<file path="src/rtl/alarm_event_unit.sv">
module alarm_event_unit (
  input  logic        clk,
  input  logic        rst_n,
  input  logic [63:0] time_now,
  input  logic        time_vld,
  input  logic [2:0]  pulse_ev,
  input  logic [1:0]  trig_ev,
  input  logic        bus_wr,
  input  logic [2:0]  bus_addr,
  input  logic [31:0] bus_wdata,
  output logic [31:0] bus_rdata,
  output logic        irq,
  output logic [1:0]  alarm_pin
);
  localparam logic [31:0] IMPL = 32'h0303_00E0;

  logic [1:0]  pol_q;
  logic [31:0] evt_q, mask_q;
  logic [63:0] alm_q [2];
  logic [31:0] lo_q  [2];
  logic [1:0]  armed_q, fired_q, hit;
  logic [63:0] prev_q;
  logic        prev_vld_q;
  logic [31:0] set_vec, clr_vec;

  for (genvar k = 0; k < 2; k++) begin : g_cmp
    assign hit[k] = armed_q[k] && time_vld && prev_vld_q &&
                    (prev_q < alm_q[k]) && (time_now >= alm_q[k]);
  end

  always_comb begin
    set_vec = '0;
    set_vec[16] = hit[0];
    set_vec[17] = hit[1];
    set_vec[7]  = pulse_ev[0];
    set_vec[6]  = pulse_ev[1];
    set_vec[5]  = pulse_ev[2];
    set_vec[24] = trig_ev[0];
    set_vec[25] = trig_ev[1];
  end

  assign clr_vec = (bus_wr && bus_addr == 3'd1) ? bus_wdata : 32'h0;

  always_ff @(posedge clk) begin
    if (!rst_n) begin
      pol_q      <= '0;
      evt_q      <= '0;
      mask_q     <= '0;
      armed_q    <= '0;
      fired_q    <= '0;
      prev_q     <= '0;
      prev_vld_q <= 1'b0;
      for (int k = 0; k < 2; k++) begin
        alm_q[k] <= '0;
        lo_q[k]  <= '0;
      end
    end else begin
      evt_q <= ((evt_q & ~clr_vec) | set_vec) & IMPL;
      if (time_vld) begin
        prev_q     <= time_now;
        prev_vld_q <= 1'b1;
      end
      for (int k = 0; k < 2; k++) begin
        if (hit[k]) begin
          armed_q[k] <= 1'b0;
          fired_q[k] <= 1'b1;
        end
        if (bus_wr && bus_addr == 3'(3 + 2 * k)) begin
          lo_q[k]    <= bus_wdata;
          armed_q[k] <= 1'b0;
          fired_q[k] <= 1'b0;
        end
        if (bus_wr && bus_addr == 3'(4 + 2 * k)) begin
          alm_q[k]   <= {bus_wdata, lo_q[k]};
          armed_q[k] <= 1'b1;
        end
      end
      if (bus_wr && bus_addr == 3'd0) pol_q  <= bus_wdata[31:30];
      if (bus_wr && bus_addr == 3'd2) mask_q <= bus_wdata & IMPL;
    end
  end

  always_comb begin
    case (bus_addr)
      3'd0:    bus_rdata = {pol_q, 30'h0};
      3'd1:    bus_rdata = evt_q;
      3'd2:    bus_rdata = mask_q;
      3'd3:    bus_rdata = lo_q[0];
      3'd4:    bus_rdata = alm_q[0][63:32];
      3'd5:    bus_rdata = lo_q[1];
      3'd6:    bus_rdata = alm_q[1][63:32];
      default: bus_rdata = 32'h0;
    endcase
  end

  assign irq       = |(evt_q & mask_q);
  assign alarm_pin = {fired_q[1] ^ pol_q[0], fired_q[0] ^ pol_q[1]};
endmodule


</file>
<file path="config.mk">
export PLATFORM = sky130hd
export DESIGN_NAME = alarm_event_unit
export DESIGN_NICKNAME = d
export VERILOG_FILES = /design/src/rtl/alarm_event_unit.sv
export SDC_FILE = /design/constraint.sdc
export NUM_CORES = 1
export LEC_CHECK = 0
export ABC_AREA = 0
export ABC_CLOCK_PERIOD_IN_PS = 3700
export BUFFER_PORTS_ARGS = -buffer_cell sky130_fd_sc_hd__buf_2
export CAP_MARGIN = 20
export CELL_PAD_IN_SITES_DETAIL_PLACEMENT = 0
export CELL_PAD_IN_SITES_GLOBAL_PLACEMENT = 2
export CORE_MARGIN = 4
export CORE_UTILIZATION = 36
export DETAILED_ROUTE_END_ITERATION = 12
export HOLD_SLACK_MARGIN = 0.08
export PLACE_DENSITY_LB_ADDON = 0.2
export SYNTH_ARGS = -nofsm -noshare
export SYNTH_HDL_FRONTEND = slang
export SYNTH_SLANG_ARGS = --single-unit
</file>
<file path="constraint.sdc">
create_clock -name clk -period 3.7 [get_ports clk]
set_clock_uncertainty 0.2 [all_clocks]
set_input_delay 0.37 -clock clk [delete_from_list [all_inputs] [get_ports clk]]
set_output_delay 0.37 -clock clk [all_outputs]
set_load 0.1 [all_outputs]
</file>
==> run metrics <==
Rel. slew slack 43.21%; outcome finished clean; cts repair resizes 0; synthesized area per cell 10.74 um^2; fraction of layout cells with a size suffix above 1 12.87%; fmax 316.4 MHz; die area 49930 um^2; r2r worst-path depth 9; # clock sinks 277; CTS buffer count 34; Die Y 223.5 um; Worst Hold End prev_vld_q$_SDFFE_PN0P_; final wirelength 53.03 mm; EDFF count, synth 192; cell with the most instances after synthesis ha_1; clk slew on worst S/H paths 0.07 ns; synth cell count leaders 254 x ha_1, 192 x edfxtp_1, 135 x inv_1; max-slew violation count 0; Worst Tran Pin Value 0.8518 ns; reg-to-reg endpoint fired_q[0]$_SDFFE_PP0P_; CTS Root Cell clkbuf_16; Period minus WS final 3.160 ns; fin crit share 85.41%; initial antenna violation count 3; top_reg_cell synth edfxtp_1; DRT Pass-1 Iters 5; unrepaired setup endpoints after global routing no; register area share after synthesis 44.68%; Syn Nets 1918; Post-synth ARST share 0%; max_cap viols 0; pwr dens 423.8 nW/um^2; largest cells by area after synthesis edfxtp_1 35%, ha_1 19%, dfxtp_1 10%; drt wl/cell 21.71 um; Max FO, Critical Path 3; Final setup viols 0; via/cell ratio 5.151; worst skew pair latency 0.55 ns; Placer Congestion 0.8782; P_leak 9.203 nW; setup TNS 0 ns; I/O pin count 143; VDD IR max 0.2369 mV; vias 12580; hold path depth 2; Congestion Overflow GR 0; FF-to-FF setup slack 0.56 ns; vias in the first global route 13010; Crit Path Class in -> reg; Hold WC Path Type in -> reg; Pwr Total 0.008861 W; Synth cell types 64; cell area after synthesis 16710 um^2; # fillers 4313; Die W 223.5 um; Crit path arrival time 3.40 ns; worst r2r src alm_q[0][46]$_DFFE_PP_; FP Rows 78; post-synth top area cell edfxtp_1; Total Routing Usage GR 20.93%; Yosys warnings 0; input/output buffers 142; Crit. End Element register; CTS tree yes; largest net degree at the start of global routing 66; count of state elements after synthesis 277; dpl hpwl 41.32 mm; Worst setup SP type primary input; 1st-iter DRT viols 699; Hold Path Origin time_vld; Detail Route Antenna Nets 0; core area 45670 um^2; # DRC 0; Post-Syn Instances 1556; Critical Path RT 3.94 ns; final-report hold violation count 0; Post CTS Setup Buffer Count 0; fin nets 2178; CTS H-tree depth 2; hold_ws 0.1953 ns; Initial Util 36.59%; Synth top area share 34.50%; clk buf depth 3; global-route wire length before repair 79.95 mm; area grow syn2layout 25.12%
-- worst max path at each step --
stage	end	cells past startpoint	slack, ns	from
3_3_place_gp	armed_q[1]$_SDFFE_PN0P_	10	0.56	time_now[37]
6_report	armed_q[1]$_SDFFE_PN0P_	11	0.54	time_now[37]
4_1_cts	fired_q[0]$_SDFFE_PP0P_	9	0.55	alm_q[0][46]$_DFFE_PP_
5_1_grt	fired_q[1]$_SDFFE_PP0P_	10	0.39	alm_q[0][109]$_DFFE_PP_
2_1_floorplan	alm_q[0][100]$_DFFE_PP_	7	0.02	bus_addr[1]
3_5_place_dp	armed_q[1]$_SDFFE_PN0P_	10	0.53	time_now[37]
-- report_power, final --
part	internal [W]	switching, W
clock	0.00217	0.00139
combinational	0.000652	0.00100
sequential	0.00350	0.000145
-- layout make-up --
type / instances / area [um^2] / share of cell area, %
repair buffers: 274 / 2452 / 11.73
diodes: 1 / 2.502 / 0.01197
multi-input cells: 1092 / 8543 / 40.86
clock buffers: 48 / 997.2 / 4.769
flip-flops and latches: 277 / 7467 / 35.71
clock inverters: 13 / 181.4 / 0.8677
well taps: 600 / 750.7 / 3.590
inverters: 137 / 514.2 / 2.459
-- kinds of logic after synthesis --
family,share of synthesized area [%]
adders and majority gates,19.02
buffers and inverters,4.320
DFF,44.68
and+or+nand+nor,14.75
AOI/OAI and AO/OA,12.18
xor gates and xnor gates,0.1048
muxes,4.942
-- sequential cells by signal (all words and copies together) (netlist names) --
| signal | count |
|---|---|
| mask_q | 7 |
| pol_q | 2 |
| prev_vld_q | 1 |
| lo_q | 64 |
| alm_q | 128 |
| evt_q | 7 |
| fired_q | 2 |
| prev_q | 64 |
| armed_q | 2 |
-- routing by layer --
layer / routed length, um / up-vias / global-route usage (%)
met5: 11 / - / 0
met4: 1431 / 2 / 5.846
met2: 23940 / 274 / 33.49
li1: - / 6191 / -
met1: 25220 / 6026 / 29.11
met3: 2428 / 85 / 3.947
-- stage by stage --
stage / area, um^2 / std cells / worst slack, ns / util (%)
final: 20910 / 2442 / 0.5397 / 45.78
after global routing: 20910 / 2442 / 0.3867 / 45.78
after CTS: 20910 / 2441 / 0.5492 / 45.77
after detailed placement: 18660 / 2273 / 0.5319 / 40.85
after global placement: 18660 / 2273 / 0.5610 / 40.85
after floorplan: 16710 / 1556 / 0.01785 / -
-- what timing repair did --
item,CTS,global route
endpoints found under the hold margin,206,0
setup endpoints to repair,0,0
hold buffers,107,0
-- worst max-delay path, cell delays in order --
cell and delay, ns:
dlygate4sd3_1 0.53, buf_2 0.15, ha_1 0.30, nand4_1 0.11, or2_1 0.38, or4_4 0.61, a211oi_2 0.15, a21oi_1 0.20
a211o_1 0.33, a21oi_2 0.16, o21ai_1 0.10
-- cell usage in the layout, fill, tap and decap left out, drive strengths merged, types with 4 or more instances in the layout --
| master | count |
|---|---|
| a211o | 4 |
| a211oi | 13 |
| a21boi | 4 |
| a21o | 34 |
| a21oi | 98 |
| a221oi | 12 |
| a22o | 7 |
| a22oi | 55 |
| and2 | 133 |
| and4 | 5 |
| buf | 167 |
| bufinv | 4 |
| clkbuf | 48 |
| clkinv | 6 |
| dfxtp | 85 |
| dlygate4sd3 | 107 |
| edfxtp | 192 |
| ha | 254 |
| inv | 139 |
| mux2 | 4 |
| mux2i | 78 |
| nand2 | 90 |
| nand2b | 7 |
| nand3 | 22 |
| nand4 | 36 |
| nor2 | 40 |
| nor2b | 86 |
| nor3 | 11 |
| o2111ai | 4 |
| o211ai | 4 |
| o21a | 11 |
| o21ai | 46 |
No activity file was read; power rests on OpenSTA's default activity.
